==> src/rtl/pp_fwd_pkg.sv <==
package pp_fwd_pkg;
  localparam int unsigned BYTE_W = 8;

  typedef struct packed {
    logic              is_cmd;
    logic [BYTE_W-1:0] value;
  } fwd_ent_t;

  typedef enum logic [1:0] {
    HS_IDLE    = 2'd0,
    HS_SETUP   = 2'd1,
    HS_STROBE  = 2'd2,
    HS_RELEASE = 2'd3
  } hs_state_e;
endpackage

==> src/rtl/pp_fwd_rst_sync.sv <==
module pp_fwd_rst_sync #(
  parameter int unsigned STAGES = 2
) (
  input  logic clk,
  input  logic rst_ni,
  output logic rst_no
);
  logic [STAGES-1:0] q;

  always_ff @(posedge clk or negedge rst_ni) begin
    if (!rst_ni) q <= '0;
    else         q <= {q[STAGES-2:0], 1'b1};
  end

  assign rst_no = q[STAGES-1];
endmodule

==> src/rtl/pp_fwd_sync.sv <==
module pp_fwd_sync #(
  parameter int unsigned STAGES = 2
) (
  input  logic clk,
  input  logic rst_ni,
  input  logic d,
  output logic q
);
  logic [STAGES-1:0] chain;

  // resets to 1 so the engine treats the peripheral as not ready
  always_ff @(posedge clk or negedge rst_ni) begin
    if (!rst_ni) chain <= '1;
    else         chain <= {chain[STAGES-2:0], d};
  end

  assign q = chain[STAGES-1];
endmodule

==> src/rtl/pp_fwd_fifo.sv <==
module pp_fwd_fifo
  import pp_fwd_pkg::*;
#(
  parameter int unsigned DEPTH = 16
) (
  input  logic     clk,
  input  logic     rst_ni,
  input  logic     push,
  input  fwd_ent_t push_data,
  input  logic     pop,
  output fwd_ent_t head,
  output logic     full,
  output logic     empty
);
  localparam int unsigned PW = (DEPTH > 1) ? $clog2(DEPTH) : 1;
  localparam int unsigned CW = $clog2(DEPTH + 1);
  localparam logic [PW-1:0] LAST = PW'(DEPTH - 1);

  fwd_ent_t      mem [DEPTH];
  logic [PW-1:0] wr_ptr_q, wr_ptr_d, rd_ptr_q, rd_ptr_d;
  logic [CW-1:0] cnt_q, cnt_d;
  logic          wr_ok, rd_ok;

  assign full  = (cnt_q == CW'(DEPTH));
  assign empty = (cnt_q == '0);
  assign wr_ok = push && !full;
  assign rd_ok = pop && !empty;
  assign head  = mem[rd_ptr_q];

  always_comb begin
    wr_ptr_d = wr_ptr_q;
    rd_ptr_d = rd_ptr_q;
    cnt_d    = cnt_q;
    if (wr_ok) wr_ptr_d = (wr_ptr_q == LAST) ? '0 : wr_ptr_q + 1'b1;
    if (rd_ok) rd_ptr_d = (rd_ptr_q == LAST) ? '0 : rd_ptr_q + 1'b1;
    case ({wr_ok, rd_ok})
      2'b10:   cnt_d = cnt_q + 1'b1;
      2'b01:   cnt_d = cnt_q - 1'b1;
      default: cnt_d = cnt_q;
    endcase
  end

  always_ff @(posedge clk or negedge rst_ni) begin
    if (!rst_ni) begin
      wr_ptr_q <= '0;
      rd_ptr_q <= '0;
      cnt_q    <= '0;
    end else begin
      if (wr_ok)          wr_ptr_q <= wr_ptr_d;
      if (rd_ok)          rd_ptr_q <= rd_ptr_d;
      if (wr_ok ^ rd_ok)  cnt_q    <= cnt_d;
    end
  end

  // storage carries no reset
  always_ff @(posedge clk) begin
    if (wr_ok) mem[wr_ptr_q] <= push_data;
  end
endmodule

==> src/rtl/pp_fwd_hs.sv <==
module pp_fwd_hs
  import pp_fwd_pkg::*;
#(
  parameter int unsigned SETUP_CYC = 1
) (
  input  logic              clk,
  input  logic              rst_ni,
  input  fwd_ent_t          head,
  input  logic              head_valid,
  input  logic              busy_s,
  output logic              pop,
  output logic [BYTE_W-1:0] pd,
  output logic              strobe_n,
  output logic              autofd_n
);
  localparam int unsigned SW = (SETUP_CYC > 1) ? $clog2(SETUP_CYC) : 1;

  hs_state_e         st_q, st_d;
  logic [BYTE_W-1:0] pd_q, pd_d;
  logic              cmd_q, cmd_d;
  logic              stb_q, stb_d;
  logic [SW-1:0]     cnt_q, cnt_d;

  always_comb begin
    st_d  = st_q;
    pd_d  = pd_q;
    cmd_d = cmd_q;
    stb_d = stb_q;
    cnt_d = cnt_q;
    pop   = 1'b0;
    case (st_q)
      HS_IDLE: begin
        if (head_valid && !busy_s) begin
          pop   = 1'b1;
          pd_d  = head.value;
          cmd_d = head.is_cmd;
          cnt_d = SW'(SETUP_CYC - 1);
          st_d  = HS_SETUP;
        end
      end
      HS_SETUP: begin
        if (cnt_q == '0) begin
          stb_d = 1'b0;
          st_d  = HS_STROBE;
        end else begin
          cnt_d = cnt_q - 1'b1;
        end
      end
      HS_STROBE: begin
        if (busy_s) begin
          stb_d = 1'b1;
          st_d  = HS_RELEASE;
        end
      end
      default: begin
        if (!busy_s) st_d = HS_IDLE;
      end
    endcase
  end

  always_ff @(posedge clk or negedge rst_ni) begin
    if (!rst_ni) begin
      st_q  <= HS_IDLE;
      pd_q  <= '0;
      cmd_q <= 1'b0;
      stb_q <= 1'b1;
      cnt_q <= '0;
    end else begin
      st_q  <= st_d;
      stb_q <= stb_d;
      cnt_q <= cnt_d;
      if (pop) begin
        pd_q  <= pd_d;
        cmd_q <= cmd_d;
      end
    end
  end

  assign pd       = pd_q;
  assign strobe_n = stb_q;
  assign autofd_n = ~cmd_q;
endmodule

==> src/rtl/pp_fwd_xfer.sv <==
module pp_fwd_xfer
  import pp_fwd_pkg::*;
#(
  parameter int unsigned DEPTH       = 16,
  parameter int unsigned SETUP_CYC   = 1,
  parameter int unsigned SYNC_STAGES = 2
) (
  input  logic              clk,
  input  logic              rst_n,
  input  logic              wr_en,
  input  logic [BYTE_W-1:0] wr_byte,
  input  logic              wr_cmd,
  output logic              fifo_full,
  output logic              fifo_empty,
  output logic [1:0]        xstat,
  output logic [BYTE_W-1:0] pd_out,
  output logic              strobe_n,
  output logic              autofd_n,
  input  logic              busy
);
  logic     rst_int_n;
  logic     busy_s;
  logic     pop;
  fwd_ent_t head;
  fwd_ent_t wr_ent;

  assign wr_ent.is_cmd = wr_cmd;
  assign wr_ent.value  = wr_byte;

  pp_fwd_rst_sync #(.STAGES(SYNC_STAGES)) u_rst (
    .clk(clk), .rst_ni(rst_n), .rst_no(rst_int_n)
  );

  pp_fwd_sync #(.STAGES(SYNC_STAGES)) u_busy (
    .clk(clk), .rst_ni(rst_int_n), .d(busy), .q(busy_s)
  );

  pp_fwd_fifo #(.DEPTH(DEPTH)) u_fifo (
    .clk(clk), .rst_ni(rst_int_n),
    .push(wr_en), .push_data(wr_ent),
    .pop(pop), .head(head),
    .full(fifo_full), .empty(fifo_empty)
  );

  pp_fwd_hs #(.SETUP_CYC(SETUP_CYC)) u_hs (
    .clk(clk), .rst_ni(rst_int_n),
    .head(head), .head_valid(!fifo_empty), .busy_s(busy_s),
    .pop(pop), .pd(pd_out), .strobe_n(strobe_n), .autofd_n(autofd_n)
  );

  // status field: bit 0 empty, bit 1 full
  assign xstat = {fifo_full, fifo_empty};
endmodule


==> config.mk <==
export PLATFORM = sky130hd
export DESIGN_NAME = pp_fwd_xfer
export DESIGN_NICKNAME = d
export VERILOG_FILES = /design/src/rtl/pp_fwd_pkg.sv /design/src/rtl/pp_fwd_rst_sync.sv /design/src/rtl/pp_fwd_sync.sv /design/src/rtl/pp_fwd_fifo.sv /design/src/rtl/pp_fwd_hs.sv /design/src/rtl/pp_fwd_xfer.sv
export SDC_FILE = /design/constraint.sdc
export NUM_CORES = 1
export LEC_CHECK = 0
export ABC_AREA = 1
export BUFFER_PORTS_ARGS = -buffer_cell sky130_fd_sc_hd__buf_2
export CORE_MARGIN = 8
export CORE_UTILIZATION = 43
export CTS_BUF_LIST = sky130_fd_sc_hd__clkbuf_8
export DETAILED_ROUTE_END_ITERATION = 10
export SYNTH_ARGS = -nofsm -noshare
export SYNTH_HDL_FRONTEND = slang
export SYNTH_SLANG_ARGS = --single-unit
==> constraint.sdc <==
create_clock -name clk -period 2.56 [get_ports clk]
set_clock_uncertainty 0.15 [all_clocks]
set_input_delay 0.512 -clock clk [delete_from_list [all_inputs] [get_ports clk]]
set_output_delay 0.512 -clock clk [all_outputs]
set_load 0.02 [all_outputs]
* Yosys cells after proc, flatten, opt, wreduce, memory -nomap -nowiden
Memory sizes are Yosys's and may differ from the RTL's. A register that Yosys moved wholly into a read port is not among the register bits.
Cells that the tools add are included.
** Operators by class
- Equality and inequality tests :: 11
- Muxes and demuxes :: 18
- Bitwise logic cells :: 2
- Reduce and logical (&&, ||, !) cells :: 17
- $add $sub $neg :: 5
** Operators by type and width (number)
- 5-bit case mux with 2 select lines :: 1
- 4-bit by 1-bit adder with 4-bit output, second input constant :: 2
- 4-bit == test, second input constant :: 2
- 1-bit two-way mux :: 8
- 2-bit two-way mux :: 4
- 4-bit two-way mux :: 2
- 2-bit case mux with 3 select lines :: 1
- 3-bit AND reduction :: 2
- 2-bit nonzero test :: 3
- 5-bit by 1-bit adder with 5-bit output, second input constant :: 1
- 5-bit == test, second input constant :: 1
- 5-bit zero test :: 1
- 5-bit by 1-bit subtractor with 5-bit output, second input constant :: 1
- 2-bit by 1-bit == test with 1-bit output, second input constant :: 2
- 2-bit == test, second input constant :: 2
- 1-bit zero test :: 4
- 2-bit != test, second input constant :: 2
- 4-bit by 1-bit != test with 1-bit output, second input constant :: 1
- 1-bit case mux with 2 select lines :: 2
- 2-bit AND reduction :: 2
- 4-bit AND reduction :: 1
- 1-bit logical AND :: 3
- 2-bit zero test :: 1
- 2-bit by 1-bit != test with 1-bit output, second input constant :: 1
- other kinds (3) :: 3
** Word-level totals
- Output and inout port bits :: 14
- Word-level logic and storage cells :: 62
- Memories kept :: 1
- Bits in writable memories :: 144
- Input bits :: 13
- Flip-flop bits (word level) :: 21
** Memory list
- u_fifo.mem :: words 16, width 9, read ports 1, clocked after Yosys merged registers in 1, wr ports 1, RTL line pp_fwd_fifo.sv:19 : fwd_ent_t mem [DEPTH];

* Longest topological paths before layout
Gate-level depths: netlist (run 1).
- Depth in word-level cells :: 9
- Depth in mapped cells :: 15
- Depth with buffers taken out :: 14

* Cells and area by module
A second synthesis (run 1) with hierarchy kept.
** Unflattened totals
- Cell total of the unflattened synthesis :: 764
- Area total of the unflattened synthesis :: 7579.8 µm²
** Modules (own cells, without submodules)
- pp_fwd_fifo :: times used 1, area an instance 6896.6 µm², cells each 691, seq. area each 4649.5 µm²
- pp_fwd_hs :: times used 1, area an instance 558.0 µm², cells each 65, seq. area each 301.5 µm²
- pp_fwd_rst_sync :: times used 1, area an instance 53.8 µm², cells each 3, seq. area each 50.0 µm²
- pp_fwd_sync :: times used 1, area an instance 52.6 µm², cells each 2, seq. area each 52.6 µm²
- pp_fwd_xfer :: times used 1, area an instance 18.8 µm², cells each 3, seq. area each 0.0 µm²

* Worst setup path after synthesis (run 1)
No wires, ideal clock.
- Path kind :: flip-flop to flip-flop
- From :: register u_fifo.cnt_q[1]
- To :: register u_fifo.cnt_q[4]
- Path buffers :: 1
- Data arrival time :: 2.054 ns
- Path slack :: 0.239 ns
- Setup time :: 0.117 ns
- Data required time :: 2.293 ns
- Cell stages (with the launch flop) :: 16
- Period minus slack after synthesis :: 2.321 ns
- Cell sequence :: dfrtp_1 > nor2_1 > nand2_2 > o21bai_2 > nor2_4 > buf_6 > ha_1 > xor2_1 > ha_1 > inv_1 > nand2_1 > nand3_1 > nand2_1 > xor2_1 > nand2_1 > nand2_1
** Between the ends
- Cells in the longest elaborated chain, start to end :: 9
- Elaborated cells on any way between the ends :: 17
- Classes of those cells :: add/sub (2); eq/ne (3); mux (3); bitwise (1); reduce/logical (8)
** RTL lines
- start, declared :: RTL line pp_fwd_fifo.sv:21 : logic [CW-1:0] cnt_q, cnt_d;
- start signal, assigned :: RTL line pp_fwd_fifo.sv:51 : if (wr_ok ^ rd_ok) cnt_q <= cnt_d;
- 5-bit zero test * :: RTL line pp_fwd_fifo.sv:25 : assign empty = (cnt_q == '0);
- 1-bit zero test * :: RTL line pp_fwd_fifo.sv:27, pp_fwd_xfer.sv:47
- 1-bit logical AND :: RTL line pp_fwd_hs.sv:33 : if (head_valid && !busy_s) begin
- 1-bit two-way mux :: RTL line pp_fwd_hs.sv:33
- 1-bit two-way mux :: RTL line pp_fwd_hs.sv:31 : case (st_q)
- 1-bit logical AND * :: RTL line pp_fwd_fifo.sv:27 : assign rd_ok = pop && !empty;
- via u_fifo.rd_ok :: RTL line pp_fwd_fifo.sv:22 : logic wr_ok, rd_ok;
- 2-bit == test / 2-bit by 1-bit == test with 1-bit output (equally long branches) :: RTL line pp_fwd_fifo.sv:36 : case ({wr_ok, rd_ok})
- 2-bit nonzero test (no source line)
- 2-bit AND reduction (no source line)
The timed path passes the listed nets; every way through them passes the cells marked *.
A chain may end at the register's enable or synchronous reset.

* Worst setup path in the final report (run 1)
- From :: register u_fifo.cnt_q[3]
- To :: register u_fifo.cnt_q[4]
** Between the ends
- Cells in the longest elaborated chain, start to end :: 9
- Elaborated cells on any way between the ends :: 17
- Classes of those cells :: add/sub (2); eq/ne (3); mux (3); bitwise (1); reduce/logical (8)
** RTL lines (RTL line)
- 5-bit zero test :: pp_fwd_fifo.sv:25
- 1-bit zero test :: pp_fwd_fifo.sv:27, pp_fwd_xfer.sv:47
- 1-bit logical AND :: pp_fwd_hs.sv:33
- 1-bit two-way mux :: pp_fwd_hs.sv:33
- 1-bit two-way mux :: pp_fwd_hs.sv:31
- 1-bit logical AND :: pp_fwd_fifo.sv:27
- 2-bit == test / 2-bit by 1-bit == test with 1-bit output (equally long branches) :: pp_fwd_fifo.sv:36
- 2-bit nonzero test (no source line)
- 2-bit AND reduction (no source line)
Several ways; a longest one is shown, not always the timed one.

==> summary.md, run 1 <==
| Metric | Value |
|---|---|
| Die height | `approximately 150 um` |
| Final min period | `2.28 ns` |
| Post-layout nets | `828` |
| Worst EP arrival | `roughly 2.5 ns` |
| Worst Path Required | `2.80 ns` |
| MaxCap Viol Count | `0` |
| CP peak stage delay | `0.41 ns` |
| Pwr/cell area | `1070 nW/um^2` |
| CP cell instances | `nor2_1 > nand2_2 > o21ai_4 > ha_2 > xor2_1 > ha_1 > inv_1 > nand2_1 > nand3_1 > nand2_1 > xor2_1 > nand2_1 > nand2_1` |
| Vias in the first global route | `4940` |
| WL per Instance | `16.3 um` |
| Remaining DRCs | `0` |
| Post-place setup slack | `0.222 ns` |
| Area grow syn2layout | `10.3%` |
| Share of the synthesized area in the top cell type | `between 50 and 60%` |
| Ranking of synthesized cells by area | `edfxtp_1 56%, nand2_1 12%, dfrtp_1 8.4%, nand3_1 7.6%, inv_1 6.3%` |
| CTS tree | `built` |
| Proportion of layout cells with a drive suffix above 1 | `10.4%` |
| Slowest CP cell | `dfrtp_1` |
| Pre-Repair DR Iteration Count | `6` |
| Most used cell, CP | `nand2_1` |
| Synth Warn # | `0` |
| Synth top cells by count | `248 x nand2_1, 144 x edfxtp_1, 131 x inv_1` |
| RD Place Congestion | `approximately 0.8` |
| Crit. End Element | `flip-flop` |
| Count of flip-flops with a built-in enable after synthesis | `144` |
| Post-DRT Antenna Nets | `0` |
| Max Transition Viols Final | `0` |
| DR iter-0 viols | `422` |
| Htree depth | `4` |
| Final Total Pwr | `9.16 mW` |
| Grt ovf | `0` |
| Root Buffer | `clkbuf_8` |
| CORE AREA | `17800 um^2` |
| Status | `finished, final reports clean` |
| Unrepaired setup endpoints after global routing | `false` |
| Via-per-instance ratio | `4.83` |
| Mapped Cells | `770` |
| Critical path launch point type | `flip-flop` |
| Critical Path Source | `u_fifo.cnt_q[3]` |
| Post-synthesis instance area | `7790 um^2` |
| Fin crit share | `88.9%` |
| Setup_tns | `0 ns` |
| Worst vdd ir | `0.553 mV` |
| Largest fanout on the critical path | `5` |
| Initial antenna violation count | `0` |
| # IOs | `27` |
| Cts bufs inserted | `17` |
| Total GRT Usage | `15.9%` |
| Fin util | `48.1%` |
| Worst skew pair latency | `0.45 ns` |
| Worst-path clk slew | `0.08 ns` |
| Net Count, Synth | `795` |
| Fmax achieved | `439 MHz` |
| Clk buf depth | `2` |
| Chip width | `151 um` |
| Pin count of the biggest net entering global routing | `75` |
| DP HPWL | `between 10000 and 15000 um` |
| Setup-failing EPs final | `0` |
| Yosys cell types | `28` |
| Class of the worst hold path | `reg -> async` |
| Max-slew headroom | `35.2%` |
| Main synth FF type | `edfxtp_1` |
| Crit Reg-Reg Startpoint | `u_fifo.cnt_q[3]` |
| Largest area contributor in the netlist | `edfxtp_1` |
| Die area | `22700 um^2` |
| Top-count cell post-synth | `nand2_1` |
| Ys async rst share | `16.8%` |
| Clk sinks | `173` |
| Diode count | `0` |
| First-pass GRT wire length | `26900 um` |
| Worst Max-Slew Pin Slew | `approximately 0.97 ns` |
| Avg Cell Area, Syn | `10.1 um^2` |
| Via count | `~5000` |
| PnR worst setup slack | `~0.28 ns` |
| Fin. Hold Viols | `0` |
| WS Path Type | `reg -> reg` |
| R2r setup slk | `0.28 ns` |
| Input/output buffers | `26` |
| Register area share after synthesis | `approximately 65%` |
| Cell Rows | `49` |
| Seq cells post-synth | `173` |
| DRT Wirelength | `17000 um` |
| Pleak | `between 3 and 4 nW` |
| Starting Density | `43.6%` |
-- state kept, by name (all words and copies together), names as in the netlist --
register / cells
u_busy.chain: 2
u_fifo.mem: 144
u_fifo.cnt_q: 5
u_hs.strobe_n: 1
u_rst.q: 2
u_hs.pd: 8
u_fifo.rd_ptr_q: 4
u_hs.st_q: 2
u_hs.cmd_q: 1
u_fifo.wr_ptr_q: 4
-- worst paths after layout --
| check | cells past startpoint | endpoint |
|---|---|---|
| max reg2reg | 13 | u_fifo.cnt_q[4] |
| min | 1 | u_hs.st_q[1] |
| min reg2reg | 1 | u_hs.st_q[1] |
| min in group clk | 0 | u_rst.q[1] |
| max in group asynchronous | 1 | u_busy.chain[1] |
| max | 13 | u_fifo.cnt_q[4] |
-- worst max-delay path, delay by kind of cell, from the launching register on --
kind                     cells  cell delay, ns
flip-flops                   1            0.41
buffers and inverters        1            0.04
adder cells (fa/ha/maj)      2            0.44
AND/OR/NAND/NOR              7            0.67
XOR/XNOR                     2            0.34
AO/OA/AOI/OAI                1            0.17
-- kinds of logic after synthesis --
logic type	Yosys count	synth area share, %
other	1	0.0482
buffers and inverters	167	9.88
AO/OA/AOI/OAI	18	1.49
XOR/XNOR	7	0.787
adder cells (fa/ha/maj)	12	1.93
AND/OR/NAND/NOR	392	21.0
flip-flops	173	64.9
-- where the power goes --
| group | internal (mW) | total (mW) | switching [mW] |
|---|---|---|---|
| clock network | 1.18 | 2.10 | 0.925 |
| registers | 3.49 | 3.71 | 0.212 |
| logic | 1.03 | 3.35 | 2.32 |
-- layout make-up --
cell class	count	area, um^2
fill	1613	9260
sequential	173	5050
multi-input combinational	430	1970
inverter	136	510
timing repair buffer	45	315
clock buffer	22	303
tap	229	287
clock inverter	10	146
-- metal layers --
metal	GRT usage (%)	wire length (um)	share of wire (%)
met1	20.2	7750	46
met2	26.5	8380	49
met3	3.34	601	3.5
met4	5.74	284	1.7
met5	0	0	0
-- cells in the final DEF (no fill, tap or decap), drive strengths merged --
cell type / count
dfstp: 3
xor2: 6
buf: 43
nor3: 2
conb: 1
dlygate4sd3: 2
edfxtp: 144
xnor2: 1
o21ai: 12
nand2: 249
nor2: 22
clkinvlp: 1
nand3: 119
o21bai: 3
ha: 12
bufinv: 4
a21oi: 1
dfrtp: 26
o22ai: 1
inv: 141
a21boi: 1
clkbuf: 22
-- per-stage QoR --
| stage | cell area, um^2 | hold slack [ns] | instances |
|---|---|---|---|
| floorplan | 7790 | 0.0664 | 770 |
| global placement | 8110 | 0.101 | 1011 |
| detailed placement | 8110 | 0.0994 | 1011 |
| CTS | 8580 | 0.104 | 1045 |
| global route | 8590 | 0.147 | 1045 |
| finish | 8590 | 0.0863 | 1045 |
-- timing repair --
action,4_1_cts,5_1_grt
hold buffers,2,0
buffers inserted,0,0
endpoints found under the hold margin,3,0
gates resized for setup,0,2
setup endpoints to repair,0,10
No activity file was read; power rests on OpenSTA's default activity.
==> run 2, diff against run 1 <==
==> constraint.sdc (replaced) <==
create_clock -name clk -period 2.56 [get_ports clk]
set_clock_uncertainty 0.15 [all_clocks]
set_input_delay 0.128 -clock clk [delete_from_list [all_inputs] [get_ports clk]]
set_output_delay 0.128 -clock clk [all_outputs]
set_load 0.02 [all_outputs]
==> summary.md, run 2 (synthesis gave the netlist of run 1 again) <==
| Metric | Value |
|---|---|
| Status | `finished, final reports clean` |
| Pwr/cell area | `1060 nW/um^2 (-0.67%)` |
| Setup_tns | `0 ns (unchanged)` |
| Worst Max-Slew Pin Slew | `1.08 ns (+0.113 ns)` |
| Final min period | `2.35 ns (+0.0766 ns)` |
| Starting Density | `43.6% (unchanged)` |
| Vias in the first global route | `4937 (-0.061%)` |
| Remaining DRCs | `0 (unchanged)` |
| CP peak stage delay | `0.78 ns (+0.37 ns)` |
| Setup-failing EPs final | `0 (unchanged)` |
| WL per Instance | `16.0 um (-1.9%)` |
| Initial antenna violation count | `0 (unchanged)` |
| Grt ovf | `0 (unchanged)` |
| Via count | `5053 (+0.099%)` |
| Met2 wire length | `8470 um (+1.0%)` |
| Pleak | `3.88 nW (+0.52%)` |
| Pre-Repair DR Iteration Count | `5 (-1)` |
| Diode count | `0 (unchanged)` |
| Uppermost layer routed | `met4` |
| Crit Reg-Reg Startpoint | `u_fifo.cnt_q[1]` |
| Cts bufs inserted | `17 (unchanged)` |
| Htree depth | `4 (unchanged)` |
| Critical path launch point type | `flip-flop` |
| Die area | `22700 um^2 (unchanged)` |
| Max Transition Viols Final | `0 (unchanged)` |
| Worst vdd ir | `0.433 mV (-22%)` |
| Worst EP arrival | `2.28 ns (-0.24 ns)` |
| Hold WS | `0.186 ns (+0.100 ns)` |
| RD Place Congestion | `0.808 (+3.0%)` |
| Clk buf depth | `2 (unchanged)` |
| Worst Path Required | `2.49 ns (-0.31 ns)` |
| Root Buffer | `clkbuf_8` |
| Commonest cells after routing, fill and taps aside | `248 x nand2_1, 144 x edfxtp_1, 133 x inv_1, 119 x nand3_1, 26 x buf_2` |
| Worst skew pair latency | `0.46 ns (about the same)` |
| DR iter-0 viols | `362 (-14%)` |
| Total GRT Usage | `15.8% (-0.12 points)` |
| Fin crit share | `91.9% (+3.0 points)` |
| Slowest CP cell | `nor2_1` |
| Worst R2R Path Depth | `6 (-7)` |
| Fmax achieved | `425 MHz (-3.3%)` |
| Clk sinks | `173 (unchanged)` |
| Metal-1 WL | `7480 um (-3.5%)` |
| Unrepaired setup endpoints after global routing | `false` |
| Post-DRT Antenna Nets | `0 (unchanged)` |
| Final Total Pwr | `9.21 mW (+0.52%)` |
| Cell Rows | `49 (unchanged)` |
| R2R Path End | `u_fifo.mem[0][1]` |
| MaxCap Viol Count | `0 (unchanged)` |
| Pin count of the biggest net entering global routing | `64 (-15%)` |
| Reg with most FFs | `u_fifo.mem` |
| Met3 WL | `582 um (-3.2%)` |
| Class of the worst hold path | `reg -> async` |
| Largest fanout on the critical path | `9 (+4)` |
| Most used cell, CP | `nor2_1` |
| Proportion of layout cells with a drive suffix above 1 | `9.94% (-0.48 points)` |
| Die height | `151 um (unchanged)` |
| Area grow syn2layout | `11.6%` |
| DRT Wirelength | `16800 um (-1.0%)` |
| Max FFs per register | `144 (unchanged)` |
| CORE AREA | `17800 um^2 (unchanged)` |
| Fin. Hold Viols | `0 (unchanged)` |
| Post-layout nets | `837 (+1.1%)` |
| Max-slew headroom | `27.6% (-7.6 points)` |
| First-pass GRT wire length | `26800 um (-0.59%)` |
| WS Path Type | `reg -> reg` |
| Via-per-instance ratio | `4.79 (-0.76%)` |
| Crit. End Element | `flip-flop` |
| CP cell instances | `nor2_1 > nand2_2 > o21ai_4 > inv_1 > nand2_1 > nor2_1` |
| Commonest non-fill, non-tap cell in the layout | `nand2_1` |
| R2r setup slk | `0.21 ns (-0.08 ns)` |
| DP HPWL | `10500 um (+0.84%)` |
| Chip width | `151 um (unchanged)` |
| Worst-path clk slew | `0.09 ns (about the same)` |
| # IOs | `27 (unchanged)` |
| CTS tree | `built` |
| Input/output buffers | `26 (unchanged)` |
-- run 2: worst max-delay path by stage --
stage,cells after the start,end,startpoint
final,6,u_fifo.mem[0][1],u_fifo.cnt_q[1]
after global routing,13,u_fifo.cnt_q[4],u_fifo.cnt_q[1]
after CTS,13,u_fifo.cnt_q[4],u_fifo.cnt_q[1]
after detailed placement,13,u_fifo.cnt_q[4],u_fifo.cnt_q[1]
after global placement,13,u_fifo.cnt_q[4],u_fifo.cnt_q[3]
after floorplan,15,u_fifo.cnt_q[4],u_fifo.cnt_q[1]
-- run 2: cell type report --
cell class,count,area [um^2]
fill,1650,9150
timing repair buffer,54,398
multi-input combinational,430,1980
clock inverter,15,228
inverter,136,510
tap,229,287
clock buffer,17,234
sequential,173,5050
-- run 2: layer usage --
layer | vias up | GRT usage, %
li1 | 2539 | -
met1 | 2395 | 19.6
met2 | 99 | 27.0
met3 | 20 | 2.95
met4 | 0 | 5.94
met5 | - | 0
-- run 2: report_power, final --
| group | switching, mW | total [mW] | leakage, nW | internal (mW) |
|---|---|---|---|---|
| clock network | 0.936 | 2.18 | 0.231 | 1.24 |
| registers | 0.214 | 3.71 | 1.65 | 3.49 |
| logic | 2.30 | 3.32 | 2.00 | 1.02 |
| total | 3.45 | 9.21 | 3.88 | 5.76 |
-- run 2: worst max-delay path: cells and delay by family (launching register included) --
kind | cells | cell delay [ns]
and+or+nand+nor | 4 | 1.13
DFF | 1 | 0.42
buffers and inverters | 1 | 0.17
AOI/OAI and AO/OA | 1 | 0.10
-- run 2: stage by stage --
stage               worst slack, ns  area, um^2  std cells  util [%]
floorplan                     0.239        7790        770         -
global placement              0.227        8080       1009      45.3
detailed placement            0.229        8080       1009      45.3
CTS                           0.210        8680       1054      48.6
global route                 0.0247        8690       1054      48.7
finish                        0.207        8690       1054      48.7
-- run 2: timing repair --
item,4_1_cts,5_1_grt
endpoints found under the setup margin,0,1
hold endpoints to repair,151,0
hold buffers,13,0
resized for setup,0,2
setup buffers,0,0
==> run 3, diff against run 2 <==
Settings changed: ABC_AREA 1 to 0.
==> summary.md, run 3 <==
| Metric | Value |
|---|---|
| Reg with most FFs | `u_fifo.mem` |
| Worst Max-Slew Pin Slew | `0.676 ns (-0.406 ns)` |
| Share of the synthesized area in the top cell type | `61.5% (+5.9 points)` |
| Pre-Repair DR Iteration Count | `5 (unchanged)` |
| Worst EP arrival | `2.88 ns (+0.60 ns)` |
| Status | `finished with violations` |
| Worst skew pair latency | `0.45 ns (about the same)` |
| Post-layout nets | `470 (-44%)` |
| Pin count of the biggest net entering global routing | `29 (-55%)` |
| Net Count, Synth | `405 (-49%)` |
| Initial antenna violation count | `0 (unchanged)` |
| Count of flip-flops with a built-in enable after synthesis | `144 (unchanged)` |
| Fin. Hold Viols | `0 (unchanged)` |
| Clock power share | `22.3% (-1.3 points)` |
| Top-count cell post-synth | `edfxtp_1` |
| Main synth FF type | `edfxtp_1` |
| Largest fanout on the critical path | `4 (-5)` |
| Diode count | `0 (unchanged)` |
| Chip width | `144 um (-4.4%)` |
| CP cell instances | `or4_4 > o21ai_4 > inv_2 > ha_4 > xor2_2 > ha_2 > a21boi_4 > o32ai_4 > nor4b_2 > xnor2_1` |
| Internal power | `5.68 mW (-1.5%)` |
| DP HPWL | `8860 um (-16%)` |
| Remaining DRCs | `0 (unchanged)` |
| Via-per-instance ratio | `5.35 (+12%)` |
| Starting Density | `44.1% (+0.49 points)` |
| Synth Warn # | `0 (unchanged)` |
| CP peak stage delay | `0.55 ns (-0.23 ns)` |
| WS Path Type | `reg -> reg` |
| Htree depth | `4 (unchanged)` |
| Input/output buffers | `26 (unchanged)` |
| Root Buffer | `clkbuf_8` |
| CORE AREA | `15900 um^2 (-11%)` |
| Ranking of synthesized cells by area | `edfxtp_1 61%, mux4_2 12%, dfrtp_1 9.2%, mux2i_1 2.7%, ha_1 2.1%` |
| Commonest non-fill, non-tap cell in the layout | `edfxtp_1` |
| Vias in the first global route | `3864 (-22%)` |
| Mapped Cells | `380 (-51%)` |
| Final Total Pwr | `8.42 mW (-8.5%)` |
| Max-slew headroom | `54.9% (+27 points)` |
| Fin crit share | `104% (+12 points)` |
| Grt ovf | `0 (unchanged)` |
| Die height | `144 um (-4.4%)` |
| Max FFs per register | `144 (unchanged)` |
| Pleak | `2.80 nW (-28%)` |
| Class of the worst hold path | `reg -> async` |
| Worst vdd ir | `0.438 mV (+1.3%)` |
| Pwr/cell area | `1030 nW/um^2 (-3.2%)` |
| Seq cells post-synth | `173 (unchanged)` |
| DRT Wirelength | `14200 um (-16%)` |
| Total GRT Usage | `14.8% (-1.0 points)` |
| NetSw | `2.74 mW (-20%)` |
| CTS tree | `built` |
| Worst-path clk slew | `0.09 ns (about the same)` |
| Yosys cell types | `47 (+68%)` |
| Cts bufs inserted | `17 (unchanged)` |
| MaxCap Viol Count | `0 (unchanged)` |
| Avg Cell Area, Syn | `18.5 um^2 (+83%)` |
| Post-synthesis instance area | `7040 um^2 (-9.6%)` |
| R2r setup slk | `-0.1 ns (-0.30 ns)` |
| RD Place Congestion | `0.786 (-2.7%)` |
| Failing checks | `negative setup slack` |
| Register area share after synthesis | `71.8% (+6.9 points)` |
| PnR worst setup slack | `-0.0956 ns (-0.303 ns)` |
| Die area | `20700 um^2 (-8.6%)` |
| Synth top cells by count | `144 x edfxtp_1, 36 x mux4_2, 26 x dfrtp_1` |
| Area grow syn2layout | `16.6%` |
| Setup-failing EPs final | `1 (+1)` |
| Largest area contributor in the netlist | `edfxtp_1` |
| Gate power share | `33.7% (-2.4 points)` |
| DR iter-0 viols | `206 (-43%)` |
| Switching Fraction | `32.6% (-4.9 points)` |
| Clk sinks | `173 (unchanged)` |
| Max Transition Viols Final | `0 (unchanged)` |
| Ys async rst share | `16.8% (unchanged)` |
| WL per Instance | `21.1 um (+32%)` |
| Slowest CP cell | `or4_4` |
| Clk buf depth | `2 (unchanged)` |
| Commonest cells after routing, fill and taps aside | `144 x edfxtp_1, 36 x mux4_2, 29 x buf_4, 26 x buf_2, 25 x dfrtp_1` |
| Via count | `3608 (-29%)` |
| Cell Rows | `46 (-6.1%)` |
| Final min period | `2.66 ns (+0.303 ns)` |
| Crit. End Element | `flip-flop` |
| First-pass GRT wire length | `22200 um (-17%)` |
| Post-DRT Antenna Nets | `0 (unchanged)` |
| Fmax achieved | `377 MHz (-11%)` |
| # IOs | `27 (unchanged)` |
| Unrepaired setup endpoints after global routing | `true` |
| Post-place setup slack | `-0.197 ns (-0.426 ns)` |
| Worst Path Required | `2.78 ns (+0.29 ns)` |
| Proportion of layout cells with a drive suffix above 1 | `34.7% (+25 points)` |
| Sequential share of power | `44.0% (+3.7 points)` |
| Critical path launch point type | `flip-flop` |
## run 3: cell count changes after synthesis, moves of 9 or more
cell / delta
nand2_1: -227
inv_1: -123
nand3_1: -116
mux4_2: +36
mux2i_1: +19
buf_6: -14
o221ai_1: +9
## run 3: final timing paths
kind	from	to	cells after the start
setup / recovery	u_fifo.cnt_q[2]	u_fifo.cnt_q[4]	10
hold / removal	u_rst.q[1]	u_fifo.wr_ptr_q[1]	1
setup reg to reg	u_fifo.cnt_q[2]	u_fifo.cnt_q[4]	10
hold reg to reg	u_rst.q[1]	u_fifo.wr_ptr_q[1]	1
max in group asynchronous	rst_n	u_rst.q[1]	3
min in group clk	wr_en	u_fifo.wr_ptr_q[1]	5
## run 3: cell families (layout without fill, tap and decap cells)
family | count (synthesis) | in the layout | synth area share (%)
adders and majority gates | 12 | 12 | 2.13
AOI/OAI and AO/OA | 34 | 34 | 3.68
xor gates and xnor gates | 7 | 7 | 0.871
DFF | 173 | 173 | 71.8
muxes | 57 | 57 | 14.6
and+or+nand+nor | 64 | 64 | 4.64
other | 1 | 1 | 0.0533
buffers and inverters | 32 | 110 | 2.20
## run 3: through the flow
stage	std cells	hold slack (ns)	util (%)	setup TNS, ns	area [um^2]
2_1_floorplan	380	-0.318	-	-0.429	7090
3_3_place_gp	628	-0.235	47.7	-4.18	7600
3_5_place_dp	628	-0.231	47.7	-8.05	7600
4_1_cts	673	0.0991	51.2	-0.110	8170
5_1_grt	674	0.124	51.5	-0.417	8210
6_report	674	0.106	51.5	-0.0956	8210
## run 3: routing by layer
layer	global-route usage, %	vias to the layer above	share of wire [%]
met2	23.9	81	48
li1	-	1631	-
met1	19.5	1882	45
met4	3.76	0	1.0
met5	0	-	0
met3	3.95	14	5.8
## run 3: repair_timing
item / in CTS / in global routing
hold buffers: 12 / 0
pin swaps: 3 / 4
endpoints found under the setup margin: 111 / 39
resized for setup: 13 / 8
hold endpoints to repair: 147 / 0
cloned: 0 / 0
buffers inserted: 1 / 1
## run 3: final cells by class
cell class / count / area, um^2
well taps: 216 / 270
inverters: 9 / 33.8
flip-flops and latches: 173 / 5050
fillers: 1323 / 7730
clock buffers: 17 / 234
repair buffers: 69 / 508
multi-input cells: 175 / 1950
clock inverters: 15 / 158
## run 3: critical path, delay by kind of cell, from the launching register on
family,cells,cell delay [ns]
simple gates,2,0.84
fa+ha+maj,2,0.40
xor+xnor,2,0.27
buf+inv,1,0.08
flops,1,0.39
compound gates,3,0.46
## run 3: power groups by stage
stage	clock, mW	combinational, mW	sequential [mW]
floorplan	0	1.88	3.74
global placement	0	2.71	3.75
detailed placement	0	2.75	3.77
CTS	1.93	2.83	3.71
global route	2.04	3.10	3.75
finish	1.88	2.84	3.70
